`src/rtl/oacc_pkg.sv`:
```
package oacc_pkg;
  typedef enum logic [2:0] {
    DR_IDLE,
    DR_ISSUE,
    DR_WAIT,
    DR_SHOW,
    DR_DONE
  } drain_state_e;
endpackage

```
`src/rtl/oacc_bank.sv`:
```
module oacc_bank #(
  parameter int DATA_W = 16,
  parameter int DEPTH  = 16,
  parameter int ROW_W  = 4
) (
  input  logic              clk,
  input  logic              we,
  input  logic [ROW_W-1:0]  waddr,
  input  logic [DATA_W-1:0] wdata,
  input  logic [ROW_W-1:0]  ra_addr,
  output logic [DATA_W-1:0] ra_data,
  input  logic [ROW_W-1:0]  rb_addr,
  output logic [DATA_W-1:0] rb_data
);
  logic [DATA_W-1:0] mem [DEPTH];
  logic [DATA_W-1:0] ra_q1, rb_q1;

  // two-cycle read latency on both read ports
  always_ff @(posedge clk) begin
    if (we) mem[waddr] <= wdata;
    ra_q1   <= mem[ra_addr];
    ra_data <= ra_q1;
    rb_q1   <= mem[rb_addr];
    rb_data <= rb_q1;
  end
endmodule

```
`src/rtl/oacc_lane.sv`:
```
module oacc_lane #(
  parameter int DATA_W = 16,
  parameter int DEPTH  = 16,
  parameter int ROW_W  = 4
) (
  input  logic              clk,
  input  logic              rst_n,
  input  logic              in_en,
  input  logic              in_first,
  input  logic [ROW_W-1:0]  in_row,
  input  logic [DATA_W-1:0] in_data,
  input  logic [ROW_W-1:0]  rd_row,
  output logic [DATA_W-1:0] rd_data
);
  function automatic logic [DATA_W-1:0] merge_val(input logic [DATA_W-1:0] old_v,
                                                  input logic [DATA_W-1:0] add_v,
                                                  input logic first);
    return first ? add_v : old_v + add_v;
  endfunction

  logic              p1_en, p2_en, w1_en, w2_en;
  logic              p1_first, p2_first;
  logic [ROW_W-1:0]  p1_row, p2_row, w1_row, w2_row;
  logic [DATA_W-1:0] p1_data, p2_data, w1_val, w2_val;
  logic [DATA_W-1:0] mem_old, old_val, new_val;

  oacc_bank #(.DATA_W(DATA_W), .DEPTH(DEPTH), .ROW_W(ROW_W)) bank_i (
    .clk(clk), .we(p2_en), .waddr(p2_row), .wdata(new_val),
    .ra_addr(in_row), .ra_data(mem_old),
    .rb_addr(rd_row), .rb_data(rd_data)
  );

  // w1: written at the last edge, w2: the edge before; the read missed both
  always_comb begin
    if (w1_en && w1_row == p2_row)      old_val = w1_val;
    else if (w2_en && w2_row == p2_row) old_val = w2_val;
    else                                old_val = mem_old;
    new_val = merge_val(old_val, p2_data, p2_first);
  end

  always_ff @(posedge clk or negedge rst_n) begin
    if (!rst_n) begin
      p1_en <= 1'b0;
      p2_en <= 1'b0;
      w1_en <= 1'b0;
      w2_en <= 1'b0;
    end else begin
      p1_en <= in_en;
      p2_en <= p1_en;
      w1_en <= p2_en;
      w2_en <= w1_en;
    end
  end

  always_ff @(posedge clk) begin
    p1_first <= in_first;
    p1_row   <= in_row;
    p1_data  <= in_data;
    p2_first <= p1_first;
    p2_row   <= p1_row;
    p2_data  <= p1_data;
    w1_row   <= p2_row;
    w1_val   <= new_val;
    w2_row   <= w1_row;
    w2_val   <= w1_val;
  end
endmodule

```
`src/rtl/oacc_drain.sv`:
```
module oacc_drain
  import oacc_pkg::*;
#(
  parameter int N_PE   = 4,
  parameter int MAX_CH = 64,
  parameter int DATA_W = 16,
  parameter int ADDR_W = 32,
  parameter int ROW_W  = 4,
  parameter int CH_W   = 6,
  parameter int CNT_W  = 7
) (
  input  logic                   clk,
  input  logic                   rst_n,
  input  logic                   start,
  input  logic [CNT_W-1:0]       count,
  input  logic [ADDR_W-1:0]      base,
  input  logic [N_PE*DATA_W-1:0] lane_rd,
  output logic [ROW_W-1:0]       rd_row,
  output logic                   wr_valid,
  input  logic                   wr_ready,
  output logic [ADDR_W-1:0]      wr_addr,
  output logic [DATA_W-1:0]      wr_data,
  output logic                   done
);
  function automatic logic [ROW_W-1:0] chan_row(input logic [CH_W-1:0] c);
    return ROW_W'(c / CH_W'(N_PE));
  endfunction
  function automatic int chan_lane(input logic [CH_W-1:0] c);
    return int'(c % CH_W'(N_PE));
  endfunction
  function automatic logic [CNT_W-1:0] clamp_cnt(input logic [CNT_W-1:0] n);
    return (n > CNT_W'(MAX_CH)) ? CNT_W'(MAX_CH) : n;
  endfunction

  drain_state_e      st;
  logic [CH_W-1:0]   ch;
  logic [CNT_W-1:0]  cnt_q;
  logic [ADDR_W-1:0] base_q;
  logic              last_beat;

  assign rd_row    = chan_row(ch);
  assign wr_valid  = (st == DR_SHOW);
  assign wr_addr   = base_q + ADDR_W'(ch);
  assign wr_data   = lane_rd[chan_lane(ch)*DATA_W +: DATA_W];
  assign done      = (st == DR_DONE);
  assign last_beat = (CNT_W'(ch) + CNT_W'(1)) == cnt_q;

  always_ff @(posedge clk or negedge rst_n) begin
    if (!rst_n) begin
      st     <= DR_IDLE;
      ch     <= '0;
      cnt_q  <= '0;
      base_q <= '0;
    end else begin
      case (st)
        DR_IDLE: if (start) begin
          ch     <= '0;
          cnt_q  <= clamp_cnt(count);
          base_q <= base;
          st     <= (count == '0) ? DR_DONE : DR_ISSUE;
        end
        DR_ISSUE: st <= DR_WAIT;
        DR_WAIT:  st <= DR_SHOW;
        DR_SHOW: if (wr_ready) begin
          if (last_beat) st <= DR_DONE;
          else begin
            ch <= ch + CH_W'(1);
            st <= DR_ISSUE;
          end
        end
        DR_DONE: st <= DR_IDLE;
        default: st <= DR_IDLE;
      endcase
    end
  end
endmodule

```
`src/rtl/oacc_buffer.sv`:
```
module oacc_buffer #(
  parameter int N_PE   = 4,
  parameter int MAX_CH = 64,
  parameter int DATA_W = 16,
  parameter int ADDR_W = 32,
  localparam int DEPTH = MAX_CH / N_PE,
  localparam int ROW_W = (DEPTH > 1) ? $clog2(DEPTH) : 1,
  localparam int CH_W  = (MAX_CH > 1) ? $clog2(MAX_CH) : 1,
  localparam int CNT_W = $clog2(MAX_CH + 1)
) (
  input  logic                   clk,
  input  logic                   rst_n,
  input  logic                   upd_valid,
  input  logic [ROW_W-1:0]       upd_row,
  input  logic [N_PE-1:0]        upd_lane_en,
  input  logic                   upd_first,
  input  logic [N_PE*DATA_W-1:0] upd_data,
  input  logic                   drain_start,
  input  logic [CNT_W-1:0]       drain_count,
  input  logic [ADDR_W-1:0]      drain_base,
  output logic                   wr_valid,
  input  logic                   wr_ready,
  output logic [ADDR_W-1:0]      wr_addr,
  output logic [DATA_W-1:0]      wr_data,
  output logic                   drain_done
);
  logic [ROW_W-1:0]       drain_row;
  logic [N_PE*DATA_W-1:0] lane_rd;

  for (genvar g = 0; g < N_PE; g++) begin : g_lane
    oacc_lane #(.DATA_W(DATA_W), .DEPTH(DEPTH), .ROW_W(ROW_W)) lane_i (
      .clk(clk), .rst_n(rst_n),
      .in_en(upd_valid & upd_lane_en[g]),
      .in_first(upd_first),
      .in_row(upd_row),
      .in_data(upd_data[g*DATA_W +: DATA_W]),
      .rd_row(drain_row),
      .rd_data(lane_rd[g*DATA_W +: DATA_W])
    );
  end

  oacc_drain #(
    .N_PE(N_PE), .MAX_CH(MAX_CH), .DATA_W(DATA_W), .ADDR_W(ADDR_W),
    .ROW_W(ROW_W), .CH_W(CH_W), .CNT_W(CNT_W)
  ) drain_i (
    .clk(clk), .rst_n(rst_n),
    .start(drain_start), .count(drain_count), .base(drain_base),
    .lane_rd(lane_rd), .rd_row(drain_row),
    .wr_valid(wr_valid), .wr_ready(wr_ready),
    .wr_addr(wr_addr), .wr_data(wr_data), .done(drain_done)
  );
endmodule

```
`config.mk`:
```
export PLATFORM = sky130hd
export DESIGN_NAME = oacc_buffer
export DESIGN_NICKNAME = d
export VERILOG_FILES = /design/src/rtl/oacc_pkg.sv /design/src/rtl/oacc_bank.sv /design/src/rtl/oacc_lane.sv /design/src/rtl/oacc_drain.sv /design/src/rtl/oacc_buffer.sv
export SDC_FILE = /design/constraint.sdc
export NUM_CORES = 2
export LEC_CHECK = 0
export CORE_MARGIN = 5
export CORE_UTILIZATION = 35
export DETAILED_ROUTE_END_ITERATION = 10
export DONT_BUFFER_PORTS = 1
export GPL_ROUTABILITY_DRIVEN = 0
export MAX_ROUTING_LAYER = met4
export PLACE_DENSITY = 0.56
export SKIP_LAST_GASP = 1
export SLEW_MARGIN = 20
export SYNTH_ARGS = -nofsm -noshare
export SYNTH_HDL_FRONTEND = slang
export SYNTH_HIERARCHICAL = 1
export SYNTH_SLANG_ARGS = --single-unit
```
`constraint.sdc`:
```
create_clock -name clk -period 10.7 [get_ports clk]
set_input_delay 1.07 -clock clk [delete_from_list [all_inputs] [get_ports clk]]
set_output_delay 1.07 -clock clk [all_outputs]
set_load 0.005 [all_outputs]
```
==> flow_summary.html <==
<table>
<tr><th>Metric</th><th>Value</th></tr>
<tr><th colspan="2">Status</th></tr>
<tr><td>Outcome</td><td>finished clean</td></tr>
<tr><th colspan="2">Cells and area</th></tr>
<tr><td>Layout Nets</td><td>about 4,300</td></tr>
<tr><td>Area occupied by multi-input gates</td><td>around 23,000 um^2</td></tr>
<tr><td>Layout filler cell count</td><td>between 15,000 and 20,000</td></tr>
<tr><td>Area used by sequential logic in the layout</td><td>44,100 um^2</td></tr>
<tr><td>Area overhead of the layout relative to synthesis</td><td>13.1%</td></tr>
<tr><td>Post-route non-filler standard cell count</td><td>slightly below 7,000</td></tr>
<tr><td>Ratio of cells with drive above 1 in the final layout</td><td>roughly a quarter</td></tr>
<tr><td>Cell area after layout</td><td>~77,000 um^2</td></tr>
<tr><th colspan="2">Critical path</th></tr>
<tr><td>Critical Setup Path Class</td><td>reg -&gt; out</td></tr>
<tr><td>Startpoint type of the worst setup path</td><td>register</td></tr>
<tr><td>Highest fanout seen on the critical path</td><td>22</td></tr>
<tr><td>Slowest cell on the critical path</td><td>sky130_fd_sc_hd__dfrtp_2</td></tr>
<tr><td>Critical path data arrival time</td><td>between 3000 and 4000 ps</td></tr>
<tr><td>Buffer and inverter count on the worst path</td><td>0</td></tr>
<tr><td>Largest delay share family, worst path</td><td>compound AO/OA/AOI/OAI gates</td></tr>
<tr><td>Worst path required time</td><td>between 9000 and 10,000 ps</td></tr>
<tr><td>Cells traversed along the worst timing path</td><td>ha_1 &gt; fa_1 &gt; a21o_1 &gt; a21oi_1 &gt; nand2b_1 &gt; a21oi_1 &gt; nand3_1 &gt; xnor2_1</td></tr>
<tr><td>Crit path top cell by count</td><td>sky130_fd_sc_hd__a21oi_1</td></tr>
<tr><td>Crit. End Element</td><td>output port</td></tr>
<tr><td>Slowest stage delay, CP</td><td>890 ps</td></tr>
<tr><th colspan="2">Global routing</th></tr>
<tr><td>Initial antenna violation count</td><td>19</td></tr>
<tr><td>Wire length of the first global-routing pass</td><td>~260,000 um</td></tr>
<tr><td>Maximum number of pins on one net before global-route repair</td><td>between 200 and 300</td></tr>
<tr><td>Total grt overflow</td><td>0</td></tr>
<tr><td>Global-route usage over all layers</td><td>between 10% and 20%</td></tr>
<tr><td>Vias in the first global route</td><td>37,800</td></tr>
<tr><th colspan="2">Clocking</th></tr>
<tr><td>Post CTS Setup Buffer Count</td><td>0</td></tr>
<tr><td>Number of buffers on the longest clock path</td><td>3</td></tr>
<tr><td>Clock tree from TritonCTS</td><td>yes</td></tr>
<tr><td>Clock net sink count</td><td>~1,700</td></tr>
<tr><td>Maximum level of the CTS H-tree</td><td>4</td></tr>
<tr><td>Post_cts resized</td><td>0</td></tr>
<tr><td>Clock-pin slew on the worst setup and hold paths</td><td>~60 ps</td></tr>
<tr><td>Number of clock buffers inserted by TritonCTS</td><td>about 170</td></tr>
<tr><td>Worst-Skew Late Latency</td><td>just over 800 ps</td></tr>
<tr><td>Cts-stage hold buffer count</td><td>1</td></tr>
<tr><td>Buffer type at the clock tree root</td><td>sky130_fd_sc_hd__clkbuf_16</td></tr>
<tr><th colspan="2">Placed design</th></tr>
<tr><td>Number of cells after detailed placement</td><td>about 6,400</td></tr>
<tr><td>Sum of net half-perimeters after detailed placement</td><td>roughly 110,000 um</td></tr>
<tr><td>Count of buffers inserted at the top-level ports</td><td>0</td></tr>
<tr><td>Placed standard-cell area</td><td>between 70,000 and 80,000 um^2</td></tr>
<tr><th colspan="2">Detailed routing</th></tr>
<tr><td>DRC violation count after routing</td><td>0</td></tr>
<tr><td>Vias per cell</td><td>5.47</td></tr>
<tr><td>Antenna-violating nets left</td><td>0</td></tr>
<tr><td>Number of DRC violations after detailed-routing iteration 0</td><td>~3,400</td></tr>
<tr><td>Per-cell routed wire length</td><td>about 26 um</td></tr>
<tr><td>Vias after detailed routing</td><td>about 37,000</td></tr>
<tr><td>WL final</td><td>around 180,000 um</td></tr>
<tr><td>Pre-antenna DRT Iters</td><td>6</td></tr>
<tr><th colspan="2">Power</th></tr>
<tr><td>Internal power</td><td>12.7 mW</td></tr>
<tr><td>Peak supply drop</td><td>0.189 mV</td></tr>
<tr><td>Pwr per Cell Area</td><td>231 nW/um^2</td></tr>
<tr><td>Sw frac</td><td>28.7%</td></tr>
<tr><td>Part of the total power dissipated in sequential elements</td><td>between 40% and 50%</td></tr>
<tr><td>Total Power</td><td>about 18 mW</td></tr>
<tr><td>Switching component of the power</td><td>5.11 mW</td></tr>
<tr><td>Leakage power of the design</td><td>26.4 nW</td></tr>
<tr><td>Clock Power Share</td><td>around a third</td></tr>
<tr><td>Combinational group share of total power</td><td>between 20% and 30%</td></tr>
<tr><th colspan="2">Job</th></tr>
<tr><td>Max Cap Viol</td><td>0</td></tr>
<tr><th colspan="2">Hold path</th></tr>
<tr><td>Path category of the worst min-delay check</td><td>in -&gt; async</td></tr>
<tr><th colspan="2">Yosys</th></tr>
<tr><td>Seq/Total Area, Yosys</td><td>roughly 65%</td></tr>
<tr><td>Synthesized area per cell</td><td>17.1 um^2</td></tr>
<tr><td>Fraction of registers with async set or reset after synthesis</td><td>under 10%</td></tr>
<tr><td>Cell count after synthesis</td><td>3,992</td></tr>
<tr><td>Synth Net Count</td><td>around 4,200</td></tr>
<tr><td>Synth warnings</td><td>6</td></tr>
<tr><td>Number of storage elements in the synthesis netlist</td><td>around 1,700</td></tr>
<tr><td>Syn Std Cell Area</td><td>68,200 um^2</td></tr>
<tr><td>Post-synth EDFFs</td><td>1,024</td></tr>
<tr><td>Count of distinct cell types in the synthesized netlist</td><td>76</td></tr>
<tr><td>Commonest register cell after synthesis</td><td>sky130_fd_sc_hd__edfxtp_1</td></tr>
<tr><th colspan="2">STA</th></tr>
<tr><td>RSZ-0062 raised after global routing</td><td>false</td></tr>
<tr><td>Skew final</td><td>between 30 and 40 ps</td></tr>
<tr><td>Maximum achievable frequency</td><td>between 200 and 250 MHz</td></tr>
<tr><td>Summed negative setup slack over all endpoints</td><td>0 ps</td></tr>
<tr><td>Worst slew pin tran</td><td>between 1000 and 1500 ps</td></tr>
<tr><td>Worst-case headroom to the max-slew limit</td><td>a little over a fifth</td></tr>
<tr><td>Setup violation total in the final timing report</td><td>0</td></tr>
<tr><td>Max-slew violation count</td><td>0</td></tr>
<tr><td>Fin crit period</td><td>between 4000 and 5000 ps</td></tr>
<tr><td>Final number of hold-violating endpoints</td><td>0</td></tr>
<tr><td>Share of the clock period used by the worst path</td><td>a little under half</td></tr>
<tr><th colspan="2">Floorplan</th></tr>
<tr><td>Vertical die dimension</td><td>451 um</td></tr>
<tr><td>Overall die area</td><td>around 200,000 um^2</td></tr>
<tr><td>Die width</td><td>451 um</td></tr>
<tr><td>Number of top-level pins</td><td>roughly 170</td></tr>
<tr><td>Cell Rows</td><td>approximately 160</td></tr>
<tr><td>Total core area</td><td>between 150,000 and 200,000 um^2</td></tr>
<tr><td>Initial Utilization</td><td>35.1%</td></tr>
</table>
-- worst register-to-register path, delay by kind of cell, from the launching register on --
| kind | cells | cell delay [ps] |
|---|---|---|
| AOI/OAI and AO/OA | 7 | 1870 |
| xor gates and xnor gates | 1 | 120 |
| muxes | 1 | 260 |
| and+or+nand+nor | 2 | 1100 |
| adders and majority gates | 2 | 690 |
| DFF | 1 | 560 |
-- synthesized netlist by cell type, types with 12 or more instances --
library cell	instances	share of area, %
sky130_fd_sc_hd__nor2_1	70	0.39
sky130_fd_sc_hd__dfrtp_1	64	2.3
sky130_fd_sc_hd__inv_1	20	0.11
sky130_fd_sc_hd__nor3_1	37	0.27
sky130_fd_sc_hd__mux4_1	90	3.5
sky130_fd_sc_hd__and3_1	17	0.16
sky130_fd_sc_hd__nor2b_1	28	0.26
sky130_fd_sc_hd__nor4_1	13	0.12
sky130_fd_sc_hd__nand2_1	371	2.0
sky130_fd_sc_hd__o21ai_0	129	0.95
sky130_fd_sc_hd__and2_1	28	0.26
sky130_fd_sc_hd__buf_6	40	0.66
sky130_fd_sc_hd__nand3_1	31	0.23
sky130_fd_sc_hd__xor2_1	54	0.69
sky130_fd_sc_hd__nand3b_1	19	0.21
sky130_fd_sc_hd__nand2b_1	19	0.17
sky130_fd_sc_hd__buf_1	20	0.11
sky130_fd_sc_hd__dfxtp_1	584	17
sky130_fd_sc_hd__a21oi_1	52	0.38
sky130_fd_sc_hd__buf_2	26	0.19
sky130_fd_sc_hd__buf_4	27	0.30
sky130_fd_sc_hd__ha_1	75	1.4
sky130_fd_sc_hd__clkbuf_1	93	0.51
sky130_fd_sc_hd__edfxtp_1	1024	45
sky130_fd_sc_hd__nand4_1	12	0.11
sky130_fd_sc_hd__a31oi_1	14	0.13
sky130_fd_sc_hd__mux2i_1	69	1.0
sky130_fd_sc_hd__a22oi_1	256	2.8
sky130_fd_sc_hd__xnor2_1	53	0.68
sky130_fd_sc_hd__mux4_2	429	14
sky130_fd_sc_hd__a21o_1	32	0.35
-- worst paths after layout --
kind | depth (start not counted) | end | startpoint | slack [ps]
max | 8 | wr_addr[14] | drain_i/ch[0]$_DFFE_PN0P_ | 5720
min | 1 | drain_i/base_q[31]$_DFFE_PN0P_ | rst_n | 180
max reg2reg | 13 | g_lane[0].lane_i/bank_i/mem[12][12]$_DFFE_PP_ | g_lane[0].lane_i/p2_row[0]$_DFF_P_ | 5750
min reg2reg | 0 | g_lane[2].lane_i/p2_data[4]$_DFF_P_ | g_lane[2].lane_i/p1_data[4]$_DFF_P_ | 300
max in group asynchronous | 1 | g_lane[2].lane_i/w1_en$_DFF_PN0_ | rst_n | 10140
min in group clk | 0 | g_lane[0].lane_i/p1_data[15]$_DFF_P_ | upd_data[15] | 290
-- final cells by class --
class	instances	share of cell area, %
antenna	11	0.0357
clock buffer	238	6.33
clock inverter	80	1.12
inverter	20	0.0974
multi-input combinational	2071	29.7
sequential	1672	57.1
tap	2542	4.13
timing repair buffer	145	1.49
-- metrics by stage --
stage          setup WS, ps  hold slack (ps)  util [%]
2_1_floorplan          6430              310         -
3_3_place_gp           5710              310      36.7
3_5_place_dp           5710              312      36.7
4_1_cts                5560              132      39.6
5_1_grt                5340              159      39.7
6_report               5720              180      39.7
-- cells by family (layout without fill, tap and decap cells) --
logic type	count (synthesis)	in the layout	share of synthesized area, %
other	0	11	0
xor gates and xnor gates	108	108	1.40
AOI/OAI and AO/OA	583	583	6.20
DFF	1672	1672	64.6
adders and majority gates	80	80	1.52
buffers and inverters	249	483	2.26
and+or+nand+nor	690	690	4.78
muxes	610	610	19.2
-- cells in the final DEF, fill, tap and decap left out, types with 12 or more instances in the layout --
| master | Yosys | layout |
|---|---|---|
| sky130_fd_sc_hd__clkinv_1 | 0 | 17 |
| sky130_fd_sc_hd__nand2b_1 | 19 | 19 |
| sky130_fd_sc_hd__edfxtp_1 | 1024 | 1024 |
| sky130_fd_sc_hd__mux2i_1 | 69 | 69 |
| sky130_fd_sc_hd__ha_1 | 75 | 75 |
| sky130_fd_sc_hd__clkbuf_16 | 0 | 174 |
| sky130_fd_sc_hd__nand3b_1 | 19 | 19 |
| sky130_fd_sc_hd__dfrtp_1 | 64 | 61 |
| sky130_fd_sc_hd__dfxtp_1 | 584 | 584 |
| sky130_fd_sc_hd__and3_1 | 17 | 17 |
| sky130_fd_sc_hd__buf_4 | 27 | 141 |
| sky130_fd_sc_hd__nor3_1 | 37 | 21 |
| sky130_fd_sc_hd__nor2b_1 | 28 | 24 |
| sky130_fd_sc_hd__a31oi_1 | 14 | 14 |
| sky130_fd_sc_hd__a21o_1 | 32 | 32 |
| sky130_fd_sc_hd__bufinv_16 | 0 | 13 |
| sky130_fd_sc_hd__nand3_1 | 31 | 31 |
| sky130_fd_sc_hd__xor2_1 | 54 | 54 |
| sky130_fd_sc_hd__and2_1 | 28 | 28 |
| sky130_fd_sc_hd__nor2_4 | 0 | 13 |
| sky130_fd_sc_hd__mux4_1 | 90 | 90 |
| sky130_fd_sc_hd__nor2_1 | 70 | 22 |
| sky130_fd_sc_hd__xnor2_1 | 53 | 53 |
| sky130_fd_sc_hd__nor2_2 | 4 | 39 |
| sky130_fd_sc_hd__inv_1 | 20 | 20 |
| sky130_fd_sc_hd__nor4_1 | 13 | 13 |
| sky130_fd_sc_hd__a21oi_1 | 52 | 52 |
| sky130_fd_sc_hd__nand4_1 | 12 | 12 |
| sky130_fd_sc_hd__clkbuf_1 | 93 | 35 |
| sky130_fd_sc_hd__clkinv_2 | 0 | 27 |
| sky130_fd_sc_hd__mux4_2 | 429 | 429 |
| sky130_fd_sc_hd__nor3_2 | 0 | 16 |
| sky130_fd_sc_hd__nand2_1 | 371 | 371 |
| sky130_fd_sc_hd__a22oi_1 | 256 | 256 |
| sky130_fd_sc_hd__clkbuf_8 | 10 | 28 |
| sky130_fd_sc_hd__o21ai_0 | 129 | 121 |
-- layer usage --
layer	up-vias	global-route usage (%)	part of all wire, %
li1	16200	-	-
met1	19400	23.3	43
met2	1206	28.3	48
met3	262	3.30	6.5
met4	0	4.28	2.2
met5	-	-	0
-- registers in the layout (all words and copies together) (netlist names) --
name and cells:
drain_i/cnt_q 7, g_lane.lane_i/bank_i/rb_data 64, drain_i/st 3, drain_i/ch 6, g_lane.lane_i/p2_row 16, g_lane.lane_i/p1_en 4, g_lane.lane_i/p1_first 4, g_lane.lane_i/w2_val 64
g_lane.lane_i/w2_en 4, g_lane.lane_i/p1_row 16, g_lane.lane_i/w2_row 16, g_lane.lane_i/w1_row 16, g_lane.lane_i/bank_i/rb_q1 64, g_lane.lane_i/w1_en 4, g_lane.lane_i/p2_first 4, g_lane.lane_i/p2_data 64
g_lane.lane_i/p2_en 4, g_lane.lane_i/bank_i/ra_q1 64, g_lane.lane_i/w1_val 64, g_lane.lane_i/bank_i/mem 1024, drain_i/base_q 32, g_lane.lane_i/p1_data 64, g_lane.lane_i/bank_i/ra_data 64
-- power by group through the flow --
stage	clock network (mW)	registers (mW)	logic, mW
final	6.05	8.04	3.69
after global routing	6.47	8.10	3.94
after CTS	6.20	8.05	3.73
after detailed placement	0	8.18	3.71
after global placement	0	8.17	3.70
after floorplan	0	7.89	2.74
Power figures use the tool's default switching activity.
